File: src/rtl/tmr_pkg.sv
package tmr_pkg;

    localparam int NUM_CMP = 4;
    localparam int NUM_SRC = 8;
    localparam int CTRL_W  = 8;
    localparam logic [2:0] SRC_FULL = 3'd0;
    localparam logic [2:0] SRC_PIN  = 3'd4;

    // Field order is fixed: bits 7:5 clear select, 4:3 edge, 2:0 source.
    typedef struct packed {
        logic [2:0] clr_sel;
        logic [1:0] edge_sel;
        logic [2:0] src_sel;
    } ctrl_t;

    // log2 of the internal divide ratio; 0 means "not an internal divider".
    function automatic int src_shift(logic [2:0] sel);
        case (sel)
            3'd1:    return 2;
            3'd2:    return 4;
            3'd3:    return 6;
            3'd5:    return 10;
            3'd6:    return 8;
            3'd7:    return 12;
            default: return 0;
        endcase
    endfunction

    function automatic logic is_group_clear(logic [2:0] sel);
        return sel[1:0] == 2'b11;
    endfunction

    // One-hot selection of the compare register that may clear the counter.
    function automatic logic [NUM_CMP-1:0] clr_select(logic [2:0] sel);
        case (sel)
            3'd1:    return 4'b0001;
            3'd2:    return 4'b0010;
            3'd5:    return 4'b0100;
            3'd6:    return 4'b1000;
            default: return 4'b0000;
        endcase
    endfunction

endpackage

File: src/rtl/tmr_ext_edge.sv
module tmr_ext_edge #(
    parameter int SYNC_STAGES = 2
) (
    input  logic clk_i,
    input  logic rst_ni,
    input  logic pin_i,
    output logic rise_o,
    output logic fall_o
);
    localparam int HIST_W = SYNC_STAGES + 1;

    typedef struct packed {
        logic [HIST_W-1:0] pipe;
    } edge_state_t;

    edge_state_t s_d, s_q;

    always_comb begin
        s_d      = s_q;
        s_d.pipe = {s_q.pipe[HIST_W-2:0], pin_i};
    end

    always_ff @(posedge clk_i or negedge rst_ni) begin
        if (!rst_ni) s_q <= '0;
        else         s_q <= s_d;
    end

    assign rise_o = s_q.pipe[HIST_W-2] & ~s_q.pipe[HIST_W-1];
    assign fall_o = ~s_q.pipe[HIST_W-2] & s_q.pipe[HIST_W-1];

    // a detected pin edge is a single-cycle event
    p_pin_edge_single_r6: assert property (@(posedge clk_i) disable iff (!rst_ni)
        rise_o |=> !rise_o);

endmodule

File: src/rtl/tmr_prescaler.sv
module tmr_prescaler import tmr_pkg::*; #(
    parameter int PSC_W = 12
) (
    input  logic       clk_i,
    input  logic       rst_ni,
    input  logic [2:0] src_sel_i,
    input  logic [1:0] edge_sel_i,
    input  logic       pin_rise_i,
    input  logic       pin_fall_i,
    output logic       tick_o
);
    typedef struct packed {
        logic [PSC_W-1:0] div;
    } psc_state_t;

    psc_state_t s_d, s_q;
    logic [NUM_SRC-1:0] rise_v;
    logic [NUM_SRC-1:0] fall_v;

    always_comb begin
        s_d     = s_q;
        s_d.div = s_q.div + 1'b1;
    end

    always_ff @(posedge clk_i or negedge rst_ni) begin
        if (!rst_ni) s_q <= '0;
        else         s_q <= s_d;
    end

    for (genvar g = 0; g < NUM_SRC; g++) begin : g_src
        localparam int SH = src_shift(3'(g));
        if (g == int'(SRC_PIN)) begin : g_pin
            assign rise_v[g] = pin_rise_i;
            assign fall_v[g] = pin_fall_i;
        end else if (SH == 0) begin : g_full
            assign rise_v[g] = 1'b1;
            assign fall_v[g] = 1'b1;
        end else begin : g_div
            assign rise_v[g] = (s_q.div[SH-1:0] == SH'((1 << (SH-1)) - 1));
            assign fall_v[g] = &s_q.div[SH-1:0];
        end
    end

    always_comb begin
        if (src_sel_i == SRC_FULL)  tick_o = 1'b1;
        else if (edge_sel_i[1])     tick_o = rise_v[src_sel_i] | fall_v[src_sel_i];
        else if (edge_sel_i[0])     tick_o = fall_v[src_sel_i];
        else                        tick_o = rise_v[src_sel_i];
    end

    // divided sources never produce events on two adjacent edges
    p_div_gap_r4: assert property (@(posedge clk_i) disable iff (!rst_ni)
        (tick_o && src_sel_i != SRC_FULL && src_sel_i != SRC_PIN)
        |=> (!tick_o || src_sel_i != $past(src_sel_i)));

endmodule

File: src/rtl/tmr_compare.sv
module tmr_compare #(
    parameter int CNT_W = 16,
    parameter int NUM   = 4
) (
    input  logic [CNT_W-1:0]          cnt_i,
    input  logic [NUM-1:0][CNT_W-1:0] ref_i,
    input  logic [NUM-1:0]            mute_i,
    output logic [NUM-1:0]            hit_o
);
    for (genvar g = 0; g < NUM; g++) begin : g_cmp
        assign hit_o[g] = ~mute_i[g] & (cnt_i == ref_i[g]);
    end
endmodule

File: src/rtl/tmr_channel.sv
module tmr_channel import tmr_pkg::*; #(
    parameter int CNT_W       = 16,
    parameter int PSC_W       = 12,
    parameter int SYNC_STAGES = 2
) (
    input  logic             clk_i,
    input  logic             rst_ni,
    input  logic             ctrl_we_i,
    input  logic [7:0]       ctrl_wdata_i,
    output logic [7:0]       ctrl_o,
    input  logic             ext_clk_i,
    input  logic             sync_clr_i,
    input  logic [CNT_W-1:0] cmp_a_i,
    input  logic [CNT_W-1:0] cmp_b_i,
    input  logic [CNT_W-1:0] cmp_c_i,
    input  logic [CNT_W-1:0] cmp_d_i,
    input  logic             buf_c_i,
    input  logic             buf_d_i,
    output logic [CNT_W-1:0] cnt_o,
    output logic [3:0]       match_o,
    output logic             clr_req_o
);
    typedef struct packed {
        ctrl_t              ctrl;
        logic [CNT_W-1:0]   cnt;
        logic [NUM_CMP-1:0] match;
        logic               clr;
    } chan_state_t;

    chan_state_t s_d, s_q;

    logic pin_rise, pin_fall, tick;
    logic [NUM_CMP-1:0] hit;
    logic [NUM_CMP-1:0] mute;
    logic [NUM_CMP-1:0][CNT_W-1:0] refs;
    logic sel_hit, group_clr;

    tmr_ext_edge #(.SYNC_STAGES(SYNC_STAGES)) u_pin (
        .clk_i  (clk_i),
        .rst_ni (rst_ni),
        .pin_i  (ext_clk_i),
        .rise_o (pin_rise),
        .fall_o (pin_fall)
    );

    tmr_prescaler #(.PSC_W(PSC_W)) u_psc (
        .clk_i      (clk_i),
        .rst_ni     (rst_ni),
        .src_sel_i  (s_q.ctrl.src_sel),
        .edge_sel_i (s_q.ctrl.edge_sel),
        .pin_rise_i (pin_rise),
        .pin_fall_i (pin_fall),
        .tick_o     (tick)
    );

    assign refs = {cmp_d_i, cmp_c_i, cmp_b_i, cmp_a_i};
    assign mute = {buf_d_i, buf_c_i, 2'b00};

    tmr_compare #(.CNT_W(CNT_W), .NUM(NUM_CMP)) u_cmp (
        .cnt_i  (s_q.cnt),
        .ref_i  (refs),
        .mute_i (mute),
        .hit_o  (hit)
    );

    always_comb begin
        sel_hit   = |(hit & clr_select(s_q.ctrl.clr_sel));
        group_clr = is_group_clear(s_q.ctrl.clr_sel) & sync_clr_i;

        s_d       = s_q;
        s_d.match = '0;
        s_d.clr   = 1'b0;
        if (ctrl_we_i) s_d.ctrl = ctrl_t'(ctrl_wdata_i);

        if (group_clr)  s_d.cnt = '0;
        else if (tick)  s_d.cnt = sel_hit ? '0 : s_q.cnt + 1'b1;

        if (tick) begin
            s_d.match = hit;
            s_d.clr   = sel_hit;
        end
    end

    always_ff @(posedge clk_i or negedge rst_ni) begin
        if (!rst_ni) s_q <= '0;
        else         s_q <= s_d;
    end

    assign ctrl_o    = s_q.ctrl;
    assign cnt_o     = s_q.cnt;
    assign match_o   = s_q.match;
    assign clr_req_o = s_q.clr;

    // full-rate source steps every edge unless wrapped or cleared
    p_full_rate_r3: assert property (@(posedge clk_i) disable iff (!rst_ni)
        (s_q.ctrl.src_sel == SRC_FULL && !group_clr)
        |=> (s_q.cnt == CNT_W'($past(s_q.cnt) + 1'b1) || s_q.cnt == '0));

    // the counter only ever steps by one or returns to zero
    p_step_or_zero_r7: assert property (@(posedge clk_i) disable iff (!rst_ni)
        (s_q.cnt != $past(s_q.cnt))
        |-> (s_q.cnt == CNT_W'($past(s_q.cnt) + 1'b1) || s_q.cnt == '0));

    // a group clear under a group-clear code zeroes the counter next edge
    p_group_clear_r8: assert property (@(posedge clk_i) disable iff (!rst_ni)
        (sync_clr_i && is_group_clear(s_q.ctrl.clr_sel)) |=> (s_q.cnt == '0));

    // buffered registers stay silent
    p_buf_c_quiet_r10: assert property (@(posedge clk_i) disable iff (!rst_ni)
        $past(buf_c_i) |-> !match_o[2]);
    p_buf_d_quiet_r10: assert property (@(posedge clk_i) disable iff (!rst_ni)
        $past(buf_d_i) |-> !match_o[3]);

    // a clear request coincides with the counter at zero
    p_req_with_zero_r11: assert property (@(posedge clk_i) disable iff (!rst_ni)
        clr_req_o |-> (cnt_o == '0));

endmodule

File: config.mk
export PLATFORM = sky130hd
export DESIGN_NAME = tmr_channel
export DESIGN_NICKNAME = d
export VERILOG_FILES = /design/src/rtl/tmr_pkg.sv /design/src/rtl/tmr_ext_edge.sv /design/src/rtl/tmr_prescaler.sv /design/src/rtl/tmr_compare.sv /design/src/rtl/tmr_channel.sv
export SDC_FILE = /design/constraint.sdc
export NUM_CORES = 1
export LEC_CHECK = 0
export ABC_AREA = 1
export CORE_MARGIN = 5
export CORE_UTILIZATION = 44
export DETAILED_ROUTE_END_ITERATION = 8
export PLACE_DENSITY = 0.75
export SLEW_MARGIN = 0
export SYNTH_ARGS = -nofsm -noshare
export SYNTH_HDL_FRONTEND = slang
export SYNTH_SLANG_ARGS = --single-unit
File: constraint.sdc
create_clock -name clk_i -period 3.15 [get_ports clk_i]
set_clock_uncertainty 0.15 [all_clocks]
set_input_delay 0.7875 -clock clk_i [delete_from_list [all_inputs] [get_ports clk_i]]
set_output_delay 0.7875 -clock clk_i [all_outputs]
set_load 0.02 [all_outputs]
# [After elaboration in Yosys (flattened, before gate mapping)]
# Index checks and enable logic that the tools add are counted.
# W data, S select, Z words.
[word_totals] rom_bits=0 word_cells=58 mem_count=0 output_inout_bits=29 latchBits=0 ff_bits=44 ramBits=0
[op_classes] order_cmp=1 shifts=0 n_bitwise=11 muxes=12 eq_ne=15 reduce_logical=9 n_addsub=2 n_mul=0 div=0
[op_table] cell="$eq A16 B16 Y1" count=4
[op_table] cell="$mux W16" count=3
[op_table] cell="$add A16 B1 Y16 const B" count=1
[op_table] cell="$pmux W4 S4" count=1
[op_table] cell="$add A12 B1 Y12 const B" count=1
[op_table] cell="$eq A12 B11 Y1 const B" count=1
[op_table] cell="$reduce_and A12 Y1" count=1
[op_table] cell="$eq A10 B9 Y1 const B" count=1
[op_table] cell="$reduce_and A10 Y1" count=1
[op_table] cell="$eq A8 B7 Y1 const B" count=1
[op_table] cell="$reduce_and A8 Y1" count=1
[op_table] cell="$bmux W1 S3" count=2
[op_table] cell="$eq A3 B3 Y1 const B" count=2
[op_table] cell="$eq A6 B5 Y1 const B" count=1
[op_table] cell="$reduce_and A6 Y1" count=1
[op_table] cell="$and A1 B1 Y1" count=5
[op_table] cell="$mux W1" count=5
[op_table] cell="$mux W5" count=1
[op_table] cell="$and A4 B4 Y4" count=1
[op_table] cell="$eq A4 B3 Y1 const B" count=1
[op_table] cell="$lt A3 B4 Y1 const B" count=1
[op_table] cell="$not A1 Y1" count=4
[op_table] cell="$reduce_and A4 Y1" count=1
[op_table] cell="$reduce_or A4 Y1" count=1
[op_table] cell="other kinds (8)" count=8

# [Depth between registers and ports, before layout]
[depth] ltp_word=9 ltp_mapped=15 depth_no_buf=14

# [Modules after synthesis]
# A second synthesis with hierarchy kept.
[hier_totals] hier_cells=557 hier_area_um2=3477.1
[by_module_without_submodules] module="tmr_channel" cells_per_inst=194 n_inst=1 area_per_inst_um2=1515.2
[by_module_without_submodules] module="tmr_compare" cells_per_inst=260 n_inst=1 area_per_inst_um2=1113.6
[by_module_without_submodules] module="tmr_prescaler" cells_per_inst=96 n_inst=1 area_per_inst_um2=758.2
[by_module_without_submodules] module="tmr_ext_edge" cells_per_inst=7 n_inst=1 area_per_inst_um2=90.1

# [Worst setup path after synthesis]
# No wires, ideal clock.
[synth_path] path_type="input port to flip-flop" start="input cmp_a_i[14]" end="register s_q (netlist bit cnt_o[13])" arrival_ns=1.705 setup_slack_ns=1.178 path_buffers=1 stages=12 path_cell_list="inv_1 nand2_1 nand2_1 nor2_1 nand2_1 nor2_1 nand3_1 nand2_2 buf_4 nor3_1 nand3_1 nand2_1"
[synth_between] elab_chain_len=6
[synth_rtl] element="from (decl)" line_no="tmr_channel.sv:13" rtl="input logic [CNT_W-1:0] cmp_a_i,"
[synth_rtl] element="$eq A16 B16 Y1" line_no="tmr_compare.sv:11" rtl="assign hit_o[g] = ~mute_i[g] & (cnt_i == ref_i[g]);"
[synth_rtl] element="$and A4 B4 Y4" line_no="tmr_channel.sv:67" rtl="sel_hit = |(hit & clr_select(s_q.ctrl.clr_sel));"
[synth_rtl] element="$reduce_or A4 Y1" line_no="tmr_channel.sv:67"
[synth_rtl] element="$mux W16 (2 in series)" line_no="tmr_channel.sv:76" rtl="else if (tick) s_d.cnt = sel_hit ? '0 : s_q.cnt + 1'b1;"
[synth_rtl] element="$mux W16" line_no="tmr_channel.sv:75" rtl="if (group_clr) s_d.cnt = '0;"
[synth_rtl] element="to (signal assigned)" line_no="tmr_channel.sv:85" rtl="if (!rst_ni) s_q <= '0;"
[synth_rtl] element="to (signal assigned)" line_no="tmr_channel.sv:86" rtl="else s_q <= s_d;"
[synth_rtl] element="to (decl)" line_no="tmr_channel.sv:30" rtl="chan_state_t s_d, s_q;"
# No other way between the ends. The select of a mux whose other input is x is not followed.
# A chain may end at the register's enable or synchronous reset.

# [Worst setup path after layout]
[layout_path] start="register s_q (netlist bit cnt_o[6])" end="output cnt_o[6]"
[layout_lines] element="to (decl)" line_no="tmr_channel.sv:19" rtl="output logic [CNT_W-1:0] cnt_o,"
# No word-level cell between the ends.

==> out/results.txt <==
Post-Syn Area: 3652 µm²
num rows: 33
Pwr Total: 2.671 mW
post-DP HPWL: 8115 µm
non-filler cells, final: 785
Min-Delay Path Class: flip-flop to flip-flop
Critical Path RT: 2.21 ns
Post-CTS Setup Inserts: 0
yosys warns: 0
GRT met2 Usage: 34.31%
Mapped Cells: 584
first-pass GRT wire length: 16610 µm
Synth area leader: dfrtp_1
Vias: 3784
Setup crit end kind: output pin
buffers added on ports: 107
fin crit period: 2.591 ns
unrepaired setup endpoints after global routing: false
synthesis-to-finish area growth: 31.76%
CP max-delay cell: clkdlybuf4s50_1
Num CTS Buffers: 5
Critical R2R Capture: cnt_o[7]
largest net degree at the start of global routing: 45
routing usage on met1: 25.89%
GPL Wtd Cong: 0.8810
Placed Cells: 778
gr usage total: 19.99%
clk buf depth: 2
Final Max Tran Viols: 0
Syn Area/Cell: 6.254 µm²
Sinks on Clock Net: 44
Root Buffer: clkbuf_8
die area: 10220 µm²
Post-Layout Inst Area: 4812 µm²
later-pin clock latency in the skew report: 0.29 ns
Ant. Diodes: 0
GRT overflow: 0
post-place instance area: 4716 µm²
DR WL/cell: 13.42 µm
Routed Antenna Nets: 0
Post-CTS Resized: 0
Slowest Stage Delay on Critical Path: 0.70 ns
Setup violations, final: 0
Core Region: 8134 µm²
final hold violations: 0
FF-to-FF Start: cnt_o[11]
worst hold stages: 0
R2R Setup Slk: 0.82 ns
top cells by area, synth: dfrtp_1 30%, nand2_1 23%, inv_1 8.4%
post-synth top area share: 30.15%
static leakage: 2.404 nW
Worst-Margin Slew: 0.9579 ns
hold-fix buffers at CTS: 0
Syn Nets: 669
crit path cell chain: clkdlybuf4s50_1
first drt pass iteration count: 5
worst hold slack: 0.2064 ns
initial core utilization: 44.90%
DIE WIDTH: 101.1 µm
routed wire length: 10530 µm
status: complete, no violations
Slew headroom: 36.14%
vias in the first global route: 3525
fill count: 792
f_max: 386.0 MHz
Ports: 108
CTS H-tree depth: 2
worst path arrival time: 1.65 ns
ratio of cells with drive above 1 in the final layout: 3.971%
max-cap violation count: 0
vias per cell: 4.820
gr busiest metal: met2
Hold Crit Start: u_pin.s_q[0]
CP Max Fanout: 11
Crit path max-delay family: buffers and inverters
initial antenna violation count: 0
cells on worst reg2reg path: 11
Final nets: 765
sequential area share after synthesis: 30.15%
CTS tree: yes
Final Cycle Share: 82.24%
post-synth cell types: 29
Power Density: 555.0 nW/µm²
crit path launch type: flip-flop
Crit Path Class: flip-flop to output pin
post-route setup TNS: 0 ns
First DRT Iteration DRCs: 207
maximum vdd drop: 0.2893 mV
GRT met3 Usage: 3.322%
Die Height: 101.1 µm
Worst Path Buf+Inv: 1
clock-pin slew on the worst setup and hold paths: 0.08 ns
Min-Delay Endpoint: u_pin.s_q[1]
Post-route DRC: 0
Synth Register Bits: 44
where the power goes:
group / switching, mW / internal [mW]
Clock: 0.180 / 0.195
Sequential: 0.304 / 0.662
Combinational: 0.723 / 0.606
state kept, by name, summed over array words and instances, names as in the netlist:
| name | count |
|---|---|
| clr_req_o | 1 |
| cnt_o | 16 |
| ctrl_o | 8 |
| match_o | 4 |
| u_pin.s_q | 3 |
| u_psc.s_q | 12 |
layout make-up:
class / count / area (µm²) / share of cell area, %
Clock buffer: 7 / 96.34 / 2.002
Inverter: 86 / 325.3 / 6.760
Multi-Input combinational cell: 435 / 2085 / 43.32
Sequential cell: 44 / 1101 / 22.88
Tap cell: 105 / 131.4 / 2.730
Timing Repair Buffer: 108 / 1074 / 22.31
Yosys cell counts (all sizes together):
cell / count
nand3b: 2
nand4: 11
a21oi: 6
xnor2: 12
a31oi: 1
nor3: 25
inv: 86
dfrtp: 44
xor2: 23
nand2: 229
o21ai: 17
clkbuf: 1
buf: 18
mux2: 1
nand3: 37
nor4: 1
a21o: 1
nor2: 62
ha: 6
nor3b: 1
how the worst max path moves through the flow:
stage                      startpoint        end  slack, ns  cells after the start
after floorplan           cmp_a_i[14]  cnt_o[13]       1.18                     12
after global placement     cmp_c_i[9]  cnt_o[15]       0.39                     12
after detailed placement   cmp_c_i[9]   cnt_o[7]       0.37                     12
after CTS                    cnt_o[6]   cnt_o[6]       0.56                      1
after global routing      cmp_a_i[12]  cnt_o[13]       0.47                     12
final                        cnt_o[6]   cnt_o[6]       0.56                      1
per-stage QoR:
stage	setup slack [ns]	utilization, %
2_1_floorplan	1.178	-
3_3_place_gp	0.3933	57.98
3_5_place_dp	0.3694	57.98
4_1_cts	0.5577	59.16
5_1_grt	0.4682	59.16
6_report	0.5594	59.16
per-layer routing:
metal / share of wire, % / up-vias
li1: - / 1968
met1: 45 / 1681
met2: 47 / 123
met3: 6.9 / 12
met4: 1.4 / 0
met5: 0 / -
layout by cell type, fill, tap and decap left out, drive strengths merged:
cell | netlist | routed
nor4 | 1 | 1
nor3 | 25 | 25
mux2 | 1 | 1
xor2 | 23 | 23
inv | 86 | 86
clkbuf | 1 | 7
a31oi | 1 | 1
buf | 18 | 2
nand4 | 11 | 11
xnor2 | 12 | 12
dfrtp | 44 | 44
ha | 6 | 6
a21o | 1 | 1
nand3 | 37 | 37
nand3b | 2 | 2
nor2 | 62 | 62
o21ai | 17 | 17
nor3b | 1 | 1
a21oi | 6 | 6
nand2 | 229 | 229
clkdlybuf4s50 | 0 | 106
cells by family after synthesis:
| logic type | after synthesis | synth area share, % |
|---|---|---|
| AND/OR/NAND/NOR | 368 | 42.79 |
| adder cells (fa/ha/maj) | 6 | 2.055 |
| XOR/XNOR | 35 | 8.393 |
| flip-flops | 44 | 30.15 |
| buffers and inverters | 105 | 12.78 |
| multiplexers | 1 | 0.3083 |
| AO/OA/AOI/OAI | 25 | 3.529 |
Power figures use the tool's default switching activity.
